<file path="config.mk">
export PLATFORM = sky130hd
export DESIGN_NAME = irq_router
export DESIGN_NICKNAME = d
export VERILOG_FILES = /design/src/rtl/irq_router_pkg.sv /design/src/rtl/irq_router_ctrl.sv /design/src/rtl/irq_router_dp.sv /design/src/rtl/irq_router.sv
export SDC_FILE = /design/constraint.sdc
export NUM_CORES = 1
export LEC_CHECK = 0
export CORE_ASPECT_RATIO = 0.8
export CORE_MARGIN = 8
export CORE_UTILIZATION = 44
export CTS_CLUSTER_DIAMETER = 80
export CTS_CLUSTER_SIZE = 40
export DETAILED_ROUTE_END_ITERATION = 10
export PLACE_DENSITY_LB_ADDON = 0.25
export RECOVER_POWER = 25
export SLEW_MARGIN = 20
export SYNTH_ARGS = -nofsm -noshare
export SYNTH_HDL_FRONTEND = slang
export SYNTH_SLANG_ARGS = --single-unit
</file>
<file path="constraint.sdc">
create_clock -name clk -period 4.2 [get_ports clk]
set_clock_uncertainty 0.05 [all_clocks]
set_input_delay 0.42 -clock clk [delete_from_list [all_inputs] [get_ports clk]]
set_output_delay 0.42 -clock clk [all_outputs]
set_load 0.02 [all_outputs]
</file>
<file path="src/rtl/irq_router_pkg.sv">
package irq_router_pkg;

  localparam int unsigned OFS_ENABLE = 0;
  localparam int unsigned OFS_STATUS = 4;

  typedef struct packed {
    logic wrEnable;
    logic rdAny;
    logic rdEnable;
    logic rdStatus;
  } regStrobe_t;

endpackage

</file>
<file path="src/rtl/irq_router_ctrl.sv">
module irq_router_ctrl
  import irq_router_pkg::*;
#(
  parameter int unsigned ADDR_W = 3
) (
  input  logic              clk,
  input  logic              rstN,
  input  logic              busWrEn,
  input  logic              busRdEn,
  input  logic [ADDR_W-1:0] busAddr,
  output regStrobe_t        strobe,
  output logic              busRdValid
);

  localparam logic [ADDR_W-1:0] ADR_EN = ADDR_W'(OFS_ENABLE);
  localparam logic [ADDR_W-1:0] ADR_ST = ADDR_W'(OFS_STATUS);

  logic hitEnable;
  logic hitStatus;
  logic rdValidQ;

  assign hitEnable = (busAddr == ADR_EN);
  assign hitStatus = (busAddr == ADR_ST);

  always_comb begin
    strobe          = '0;
    strobe.wrEnable = busWrEn && hitEnable;
    strobe.rdAny    = busRdEn;
    strobe.rdEnable = busRdEn && hitEnable;
    strobe.rdStatus = busRdEn && hitStatus;
  end

  always_ff @(posedge clk) begin
    if (!rstN) rdValidQ <= 1'b0;
    else       rdValidQ <= busRdEn;
  end

  assign busRdValid = rdValidQ;

  AST_RD_LATENCY: assert property (@(posedge clk) disable iff (!rstN)
    busRdEn |=> busRdValid);
  AST_RD_NO_SPURIOUS: assert property (@(posedge clk) disable iff (!rstN)
    !busRdEn |=> !busRdValid);

endmodule

</file>
<file path="src/rtl/irq_router_dp.sv">
module irq_router_dp
  import irq_router_pkg::*;
#(
  parameter int unsigned              SRC_W     = 32,
  parameter int unsigned              NUM_GRP   = 2,
  parameter logic [NUM_GRP*SRC_W-1:0] GRP_MASKS = {32'h0000_0140, 32'h0000_0EB8},
  parameter logic [SRC_W-1:0]         FWD_MASK  = 32'h0000_0007
) (
  input  logic               clk,
  input  logic               rstN,
  input  regStrobe_t         strobe,
  input  logic [SRC_W-1:0]   busWrData,
  input  logic [SRC_W-1:0]   srcIrq,
  output logic [SRC_W-1:0]   busRdData,
  output logic [NUM_GRP-1:0] grpIrq,
  output logic [SRC_W-1:0]   fwdIrq
);

  logic [SRC_W-1:0]   enableQ;
  logic [SRC_W-1:0]   rdDataQ;
  logic [SRC_W-1:0]   fwdQ;
  logic [SRC_W-1:0]   gatedSrc;
  logic [NUM_GRP-1:0] grpQ;

  // Enable word: whole-word replace only
  always_ff @(posedge clk) begin
    if (!rstN)                enableQ <= '0;
    else if (strobe.wrEnable) enableQ <= busWrData;
  end

  // Read data, one cycle after the request
  always_ff @(posedge clk) begin
    if (!rstN) begin
      rdDataQ <= '0;
    end else if (strobe.rdAny) begin
      if (strobe.rdEnable)      rdDataQ <= enableQ;
      else if (strobe.rdStatus) rdDataQ <= srcIrq;
      else                      rdDataQ <= '0;
    end
  end

  // Forwarded sources never join a group
  assign gatedSrc = srcIrq & enableQ & ~FWD_MASK;

  generate
    for (genvar g = 0; g < NUM_GRP; g++) begin : gGroup
      localparam logic [SRC_W-1:0] MAP = GRP_MASKS[g*SRC_W +: SRC_W];
      always_ff @(posedge clk) begin
        if (!rstN) grpQ[g] <= 1'b0;
        else       grpQ[g] <= |(gatedSrc & MAP);
      end

      AST_GRP_QUIET: assert property (@(posedge clk) disable iff (!rstN)
        ((srcIrq & enableQ & MAP & ~FWD_MASK) == '0) |=> !grpIrq[g]);
    end
  endgenerate

  // Bypass lines: one flop each, enable word not involved
  generate
    for (genvar i = 0; i < SRC_W; i++) begin : gFwd
      if (FWD_MASK[i]) begin : gGate
        always_ff @(posedge clk) begin
          if (!rstN) fwdQ[i] <= 1'b0;
          else       fwdQ[i] <= srcIrq[i];
        end
      end else begin : gTie
        assign fwdQ[i] = 1'b0;
      end
    end
  endgenerate

  assign busRdData = rdDataQ;
  assign grpIrq    = grpQ;
  assign fwdIrq    = fwdQ;

  AST_ENABLE_HOLD: assert property (@(posedge clk) disable iff (!rstN)
    !strobe.wrEnable |=> $stable(enableQ));
  AST_FWD_TRACK: assert property (@(posedge clk) disable iff (!rstN)
    1'b1 |=> (fwdIrq == ($past(srcIrq) & FWD_MASK)));
  AST_STATUS_READ: assert property (@(posedge clk) disable iff (!rstN)
    strobe.rdStatus |=> (busRdData == $past(srcIrq)));

endmodule

</file>
<file path="src/rtl/irq_router.sv">
module irq_router
  import irq_router_pkg::*;
#(
  parameter int unsigned              SRC_W     = 32,
  parameter int unsigned              NUM_GRP   = 2,
  parameter int unsigned              ADDR_W    = 3,
  parameter logic [NUM_GRP*SRC_W-1:0] GRP_MASKS = {32'h0000_0140, 32'h0000_0EB8},
  parameter logic [SRC_W-1:0]         FWD_MASK  = 32'h0000_0007
) (
  input  logic               clk,
  input  logic               rstN,
  input  logic               busWrEn,
  input  logic               busRdEn,
  input  logic [ADDR_W-1:0]  busAddr,
  input  logic [SRC_W-1:0]   busWrData,
  output logic [SRC_W-1:0]   busRdData,
  output logic               busRdValid,
  input  logic [SRC_W-1:0]   srcIrq,
  output logic [NUM_GRP-1:0] grpIrq,
  output logic [SRC_W-1:0]   fwdIrq
);

  regStrobe_t strobe;

  irq_router_ctrl #(.ADDR_W(ADDR_W)) uCtrl (
    .clk        (clk),
    .rstN       (rstN),
    .busWrEn    (busWrEn),
    .busRdEn    (busRdEn),
    .busAddr    (busAddr),
    .strobe     (strobe),
    .busRdValid (busRdValid)
  );

  irq_router_dp #(
    .SRC_W     (SRC_W),
    .NUM_GRP   (NUM_GRP),
    .GRP_MASKS (GRP_MASKS),
    .FWD_MASK  (FWD_MASK)
  ) uDp (
    .clk       (clk),
    .rstN      (rstN),
    .strobe    (strobe),
    .busWrData (busWrData),
    .srcIrq    (srcIrq),
    .busRdData (busRdData),
    .grpIrq    (grpIrq),
    .fwdIrq    (fwdIrq)
  );

endmodule

</file>
# [Word level (Yosys, flattened, before mapping)]
# Cells that the tools add are included.
[totals] ff_bits=70 latchBits=0 ramBits=0 mem_bits_ro=0 output_inout_bits=67 mem_count=0
[classes] addsub=0 n_mul=0 div=0 n_lt_le_gt_ge=0 n_eq_ne=1 shifts=0 n_mux=2 bitwise=1 n_reduce_logical=6
[ops] operator="$mux W32" count=2
[ops] operator="$and A12 B12 Y12" count=1
[ops] operator="$reduce_or A7 Y1" count=1
[ops] operator="$eq A3 B3 Y1 const B" count=1
[ops] operator="$logic_and A1 B1 Y1" count=3
[ops] operator="$logic_not A3 Y1" count=1
[ops] operator="$reduce_or A2 Y1" count=1

# [Logic depth before layout (Yosys ltp)]
# Gate-level depths: netlist of run 1.
[logic_depth] ltp_word=4 ltp_mapped=6

# [Hierarchy]
# Synthesis of run 1 repeated with hierarchy kept, for this count alone.
[unflattened] cells_unflattened=335 area_unflattened_um2=3084.2
[by_module_without_submodules] module="irq_router_dp" instances=1 cells_each=329 area_each_um2=3020.4
[by_module_without_submodules] module="irq_router_ctrl" instances=1 cells_each=6 area_each_um2=63.8

# [Least setup slack after synthesis of run 1]
# Ideal clock, no wire load.
[synth_timing] kind="input to register" start="input port busAddr[2]" end="register uDp.enableQ[10]" setup_time_ns=0.132 t_arrival_ns=1.420 required_ns=4.018 slack_ns=2.598 path_stages=6 n_path_buf=3 cell_sequence="buf_6 -> or4b_4 -> buf_6 -> buf_6 -> nand2_1 -> a21oi_1"
[synth_via] elab_chain_len=2
[synth_lines] item="from (decl)" line_no="irq_router.sv:14" source="input logic [ADDR_W-1:0] busAddr,"
[synth_lines] item="$logic_not A3 Y1" line_no="irq_router_ctrl.sv:22" source="assign hitEnable = (busAddr == ADR_EN);"
[synth_lines] item="$logic_and A1 B1 Y1" line_no="irq_router_ctrl.sv:27" source="strobe.wrEnable = busWrEn && hitEnable;"
[synth_lines] item="to (signal assigned)" line_no="irq_router_dp.sv:28" source="else if (strobe.wrEnable) enableQ <= busWrData;"
[synth_lines] item="to (decl)" line_no="irq_router_dp.sv:19" source="logic [SRC_W-1:0] enableQ;"
# No other way between the ends.
# A chain may end at the register's enable or synchronous reset.

# [Final worst setup path of run 1]
[layout_timing] start="input port busRdEn" end="register uDp.rdDataQ[20], in the netlist uDp.busRdData[20]"
[layout_via] elab_chain_len=3
[layout_lines] item="from (decl)" line_no="irq_router.sv:13" source="input logic busRdEn,"
[layout_lines] item="$logic_and A1 B1 Y1" line_no="irq_router_ctrl.sv:30" source="strobe.rdStatus = busRdEn && hitStatus;"
[layout_lines] item="$mux W32" line_no="irq_router_dp.sv:37" source="else if (strobe.rdStatus) rdDataQ <= srcIrq;"
[layout_lines] item="$mux W32" line_no="irq_router_dp.sv:36" source="if (strobe.rdEnable) rdDataQ <= enableQ;"
[layout_lines] item="to (signal assigned)" line_no="irq_router_dp.sv:36"
[layout_lines] item="to (signal assigned)" line_no="irq_router_dp.sv:37"
[layout_lines] item="to (decl)" line_no="irq_router_dp.sv:20" source="logic [SRC_W-1:0] rdDataQ;"
# Several ways; a longest one is shown, not always the timed one.

==> results of run 1 <==
==> registers in the layout, summed over array words and instances, names as in the netlist <==
signal / flops
uCtrl.busRdValid: 1
uDp.enableQ: 32
uDp.busRdData: 32
uDp.grpIrq: 2
uDp.fwdIrq: 3
==> critical path: cells and delay by family <==
kind / cells / cell delay (ps)
buffers and inverters: 2 / 1210
AO/OA/AOI/OAI: 1 / 410
AND/OR/NAND/NOR: 1 / 70
==> worst max path at each step <==
| stage | start | end | slack (ps) | cells after the start |
|---|---|---|---|---|
| 3_5_place_dp | busAddr[1] | uDp.busRdData[20] | 1720 | 4 |
| 6_report | busRdEn | uDp.busRdData[20] | 2200 | 4 |
| 3_3_place_gp | busAddr[0] | uDp.busRdData[19] | 1820 | 4 |
| 4_1_cts | busAddr[1] | uDp.busRdData[20] | 2080 | 4 |
| 5_1_grt | busRdEn | uDp.busRdData[20] | 1980 | 4 |
| 2_1_floorplan | busAddr[2] | uDp.enableQ[10] | 2600 | 6 |
==> kinds of logic after synthesis <==
logic type | synth area share, %
simple gates | 14.2
buf+inv | 12.2
compound gates | 16.0
mux | 10.7
other cells | 0.125
flops | 46.8
==> power by group through the flow <==
stage	clock network [mW]	logic (mW)	registers (mW)
6_report	0.593	0.197	0.684
4_1_cts	0.606	0.200	0.684
3_3_place_gp	0	0.197	0.699
5_1_grt	0.639	0.212	0.685
2_1_floorplan	0	0.117	0.707
3_5_place_dp	0	0.199	0.699
==> synth_stat cells, drive strengths merged <==
| cell | instances | area share, % |
|---|---|---|
| dfxtp | 70 | 47 |
| nand2 | 64 | 8.0 |
| buf | 42 | 10 |
| nor2 | 34 | 4.3 |
| a21oi | 32 | 5.4 |
| a2bb2oi | 32 | 9.4 |
| mux2i | 32 | 11 |
| clkbuf | 12 | 1.5 |
| a22oi | 3 | 0.75 |
| and2 | 3 | 0.63 |
| inv | 2 | 0.25 |
| a222oi | 1 | 0.33 |
| a31oi | 1 | 0.21 |
| conb | 1 | 0.13 |
| nor4b | 1 | 0.50 |
| or3b | 1 | 0.29 |
| or4b | 1 | 0.46 |
==> layer usage <==
layer / up-vias / GRT usage, % / routed length (microns) / part of all wire (%)
met5: - / 0 / 0 / 0
met2: 91 / 26.3 / 3540 / 46
li1: 1252 / - / - / -
met1: 1119 / 19.4 / 3470 / 45
met3: 11 / 6.42 / 622 / 8.0
met4: 0 / 4.61 / 99 / 1.3
==> area by class of cell <==
class	count	area, sq um
Fill cell	618	2560
Clock inverter	6	85.1
Inverter	2	8.76
Tap cell	87	109
Timing Repair Buffer	109	1080
Multi-Input combinational cell	234	1340
Sequential cell	70	1400
Clock buffer	10	138
==> through the flow <==
step	setup slack (ps)	util [%]	instance area (sq um)	cells	hold slack (ps)
2_1_floorplan	2600	-	3100	360	386
3_3_place_gp	1820	58.6	3940	502	391
3_5_place_dp	1720	58.6	3940	502	396
4_1_cts	2080	62.0	4170	518	406
5_1_grt	1980	62.0	4170	518	419
6_report	2200	62.0	4170	518	404
==> cells in the final DEF (no fill, tap or decap), drive strengths merged <==
master | netlist | final
dfxtp | 70 | 70
clkdlybuf4s50 | 0 | 83
or3b | 1 | 1
a31oi | 1 | 1
clkinvlp | 0 | 2
nand2 | 64 | 64
bufinv | 0 | 2
buf | 42 | 2
clkbuf | 12 | 10
dlygate4sd3 | 0 | 24
or4b | 1 | 1
and2 | 3 | 3
a2bb2oi | 32 | 32
mux2i | 32 | 32
a222oi | 1 | 1
nor4b | 1 | 1
a21oi | 32 | 32
a22oi | 3 | 3
clkinv | 0 | 4
nor2 | 34 | 34
conb | 1 | 29
==> flow_summary_export.csv, run 1 <==
group,metric,value,unit
global_routing,grt_pass1_wl,12.7,mm
clock_tree,cts-resized-gates,0,
global_routing,grt_overflow,0,
yosys,syn_avg_cell_area,9.01,sq um
critical_path,reg2reg_depth,2,
global_routing,grt_antenna_before_repair,0,
power,internal-power,1.13,mW
sta,max_slew_margin,28.0,%
sta,rsz0062_at_grt,"no",
power,swShare,23.5,%
yosys,ys_seq_area_share,46.8,%
power,peakVddDrop,0.000198,V
sta,hold_viol,0,
power,p_seq_share,46.4,%
placed_design,gp_congestion,0.714,
critical_path,worstPathMaxFanout,33,
power,power_frac_clock,40.2,%
detailed_routing,viasPerCell,4.77,
critical_path,rrSetupSlack,3180,ps
floorplanning,rows,27,
sta,max_freq,501,MHz
critical_path,cp-start-kind,"primary input",
clock_tree,worstSkewPairLatency,330,ps
clock_tree,cts_made_buffers,9,
status,status,"completed",
power,power,1.47,mW
sta,worst_pin_slew,1080,ps
clock_tree,cts-root-buf,"clkbuf_8",
final_layout,syn2layout_area_growth,39.2,%
placed_design,place_hpwl,5.44,mm
yosys,mappedNetlistArea,2990,sq um
detailed_routing,wl,7.73,mm
critical_path,slowest_stage,"clkinv_1",
critical_path,slowest_delay,740,ps
yosys,synth_warnings,0,
global_routing,grt_max_degree,68,
power,switchingPower,346,uW
clock_tree,cts_tree,"yes",
critical_path,required,4340,ps
critical_path,rr_endpoint,"uDp.grpIrq[0]",
detailed_routing,first_iter_violations,72,
worst_hold_path,hold_class,"register to register",
detailed_routing,postRouteAntennaNets,0,
clock_tree,htree_levels,3,
floorplanning,initial_utilization,44.5,%
critical_path,critical_path_class,"primary input to register",
final_layout,nNetsFinal,497,
global_routing,groute.usage.overall,16.3,%
critical_path,rr_startpoint,"uDp.enableQ[10]",
yosys,synth.distinct_cells,21,
yosys,yosys_register_bits,70,
clock_tree,path_clk_slew,70,ps
detailed_routing,first_pass_iters,4,
floorplanning,ioPinCount,138,
power,pwr-share-comb,13.4,%
floorplanning,dieArea,9710,sq um
placed_design,portBuffers,108,
floorplanning,die-height,89.8,microns
sta,tns,0,ps
critical_path,cp_data_arrival_time,2130,ps
final_layout,antennaDiodeCount,0,
sta,slew_violations,0,
power,power.leakage,1.68,nW
sta,fin_crit_sh,47.6,%
detailed_routing,via_count,2473,
worst_hold_path,whs_path_depth,2,
floorplanning,coreArea,6720,sq um
detailed_routing,drc_errors,0,
worst_hold_path,hp-start,"uDp.enableQ[15]",
clock_tree,clockBufferDepth,2,
critical_path,crit_path_cell_trace,"clkdlybuf4s50_1 > clkinv_1 > a2bb2oi_1 > nor2_1",
clock_tree,cts_setup_buffers,0,
critical_path,end_kind,"register",
final_layout,drive_above_1_share,5.10,%
sta,min_period,2000,ps
detailed_routing,wire_per_inst,14.9,microns
global_routing,grt_pass1_vias,2612,
flow_run,cap_viol_max_count,0,
clock_tree,clock_sinks,70,
clock_tree,ctsHoldBuffers,0,
worst_hold_path,hold_end,"uDp.enableQ[15]",
power,p_per_area,354,nW/um^2
floorplanning,die_w,108,microns
sta,setup_viol_count_final,0,
yosys,syn_inst,332,
Note: power is estimated with default switching activity, not from simulation.
==> inputs of run 2 (changes only) <==
--- a/config.mk
+++ b/config.mk
@@ -7,7 +7,7 @@
 export LEC_CHECK = 0
 export CORE_ASPECT_RATIO = 0.8
 export CORE_MARGIN = 8
-export CORE_UTILIZATION = 44
+export CORE_UTILIZATION = 37
 export CTS_CLUSTER_DIAMETER = 80
 export CTS_CLUSTER_SIZE = 40
 export DETAILED_ROUTE_END_ITERATION = 10
==> constraint.sdc (replaced) <==
create_clock -name clk -period 1.7 [get_ports clk]
set_clock_uncertainty 0.05 [all_clocks]
set_input_delay 0.17 -clock clk [delete_from_list [all_inputs] [get_ports clk]]
set_output_delay 0.17 -clock clk [all_outputs]
set_load 0.02 [all_outputs]
==> run 2 against run 1 <==
Compared with the run above: utilization decreased by 8.1 points; setup slack worse by 2000 ps; routed wire length grew 9.0%; via count grew 4.5%; clock power rose by 120%; combinational power grew to 2.6 times the previous value; global-route usage is 1.5 points lower; hold slack worse by 81 ps; non-clock buffer count grew 11; die area is 16% higher.
==> flow_summary_export.csv, run 2 (same netlist as run 1, synthesis figures left out) <==
group,metric,value,unit
status,status,"completed",
detailed_routing,wire_per_inst,15.3,microns
sta,worst_pin_slew,687,ps
sta,rsz0062_at_grt,"no",
critical_path,end_kind,"primary output",
critical_path,rr_startpoint,"uDp.enableQ[10]",
global_routing,groute.usage.overall,14.8,%
clock_tree,cts-resized-gates,0,
clock_tree,cts_tree,"yes",
sta,fin_crit_sh,90.7,%
final_layout,layout_commonest_cell,"clkdlybuf4s50_1",
clock_tree,ctsHoldBuffers,0,
final_layout,register_area,1400,sq um
global_routing,grt_max_degree,36,
sta,tns,0,ps
worst_hold_path,hold_class,"primary input to register",
critical_path,cp_data_arrival_time,1320,ps
clock_tree,cts-root-buf,"clkbuf_8",
critical_path,cp-start-kind,"register",
flow_run,cap_viol_max_count,0,
placed_design,gp_congestion,0.711,
clock_tree,cts_setup_buffers,0,
critical_path,slowest_delay,650,ps
critical_path,worstPathMaxFanout,2,
detailed_routing,via_count,2585,
sta,hold_viol,0,
detailed_routing,first_iter_violations,111,
final_layout,multiInputGateArea,1340,sq um
sta,setup_viol_count_final,0,
final_layout,final_core_util,53.9,%
detailed_routing,first_pass_iters,4,
sta,slew_violations,0,
final_layout,antennaDiodeCount,0,
placed_design,portBuffers,108,
critical_path,slowest_stage,"clkdlybuf4s50_1",
critical_path,crit_start,"uDp.busRdData[13]",
power,p_per_area,821,nW/um^2
floorplanning,coreArea,7870,sq um
clock_tree,worstSkewPairLatency,340,ps
sta,min_period,1540,ps
sta,setup_slack,159,ps
critical_path,critical_path.top_delay_family,"buffers and inverters",
final_layout,drive_above_1_share,6.33,%
placed_design,place_hpwl,6.16,mm
floorplanning,die_w,117,microns
global_routing,grt_antenna_before_repair,0,
global_routing,grt_pass1_vias,2597,
critical_path,required,1480,ps
final_layout,final_cell_mix,"clkdlybuf4s50_1 (106), dfxtp_1 (70), nand2_1 (64)",
detailed_routing,wl,8.43,mm
clock_tree,clockBufferDepth,2,
final_layout,fillers,758,
clock_tree,path_clk_slew,70,ps
critical_path,crit_path_cell_trace,"clkdlybuf4s50_1",
critical_path,critical_path_class,"register to primary output",
floorplanning,dieArea,11200,sq um
floorplanning,initial_utilization,38.0,%
clock_tree,cts_made_buffers,9,
detailed_routing,viasPerCell,4.70,
global_routing,grt_pass1_wl,12.8,mm
placed_design,place_ws,-64.3,ps
critical_path,cp.buffers_inverters,1,
power,power.leakage,1.65,nW
global_routing,grt_overflow,0,
placed_design,placed_area,4090,sq um
sta,max_slew_margin,54.2,%
detailed_routing,drc_errors,0,
clock_tree,clock_sinks,70,
final_layout,design_area,4240,sq um
floorplanning,ioPinCount,138,
power,peakVddDrop,0.000358,V
floorplanning,die-height,96.4,microns
floorplanning,rows,29,
final_layout,syn2layout_area_growth,41.7,%
clock_tree,htree_levels,3,
sta,max_freq,649,MHz
worst_hold_path,hp-start,"busWrData[22]",
final_layout,nNetsFinal,508,
detailed_routing,postRouteAntennaNets,0,
==> run 2: changes by cell type in the layout (fill, tap and decap cells not counted), moves of 2 or more <==
cell / delta
buf_4: +8
clkbuf_1: +3
clkdlybuf4s50_1: +23
dlygate4sd3_1: -23
inv_1: +2
==> run 2: area by class of cell <==
type                    instances  share of cell area [%]
clock buffers                  12                    3.19
repair buffers                120                    27.7
well taps                     108                    3.19
inverters                       2                   0.177
flip-flops and latches         70                    33.0
clock inverters                 4                    1.12
multi-input cells             234                    31.6
==> run 2: worst register-to-register path: stages (launching register included) <==
cell      delay, ps
dfxtp_1         320
a222oi_1        370
a31oi_1         140
==> run 2: report_power, final <==
group          switching [mW]  total [mW]  internal, mW
Clock                   0.604        1.28         0.675
Sequential             0.0163        1.69          1.67
Combinational           0.243       0.516         0.273
Total                   0.862        3.48          2.62
==> run 2: worst paths after layout <==
path	to	slack (ps)	depth (start not counted)
min reg2reg	uDp.enableQ[23]	400	2
min	uDp.enableQ[22]	320	3
max reg2reg	uDp.grpIrq[0]	670	2
max	busRdData[13]	160	1
==> run 2: per-layer routing <==
layer / vias up / wire length, microns / track usage, %
met5: - / 0 / 0
met4: 0 / 62 / 3.19
met3: 6 / 751 / 6.52
met2: 103 / 3900 / 25.5
met1: 1198 / 3720 / 16.9
li1: 1278 / - / -
==> run 2: metrics by stage <==
step / power (mW) / hold WS (ps) / instances
after global routing: 3.64 / 298 / 550
final: 3.48 / 323 / 550
after global placement: 2.24 / 392 / 534
after CTS: 3.53 / 305 / 550
after floorplan: 2.04 / 242 / 360
after detailed placement: 2.25 / 396 / 534
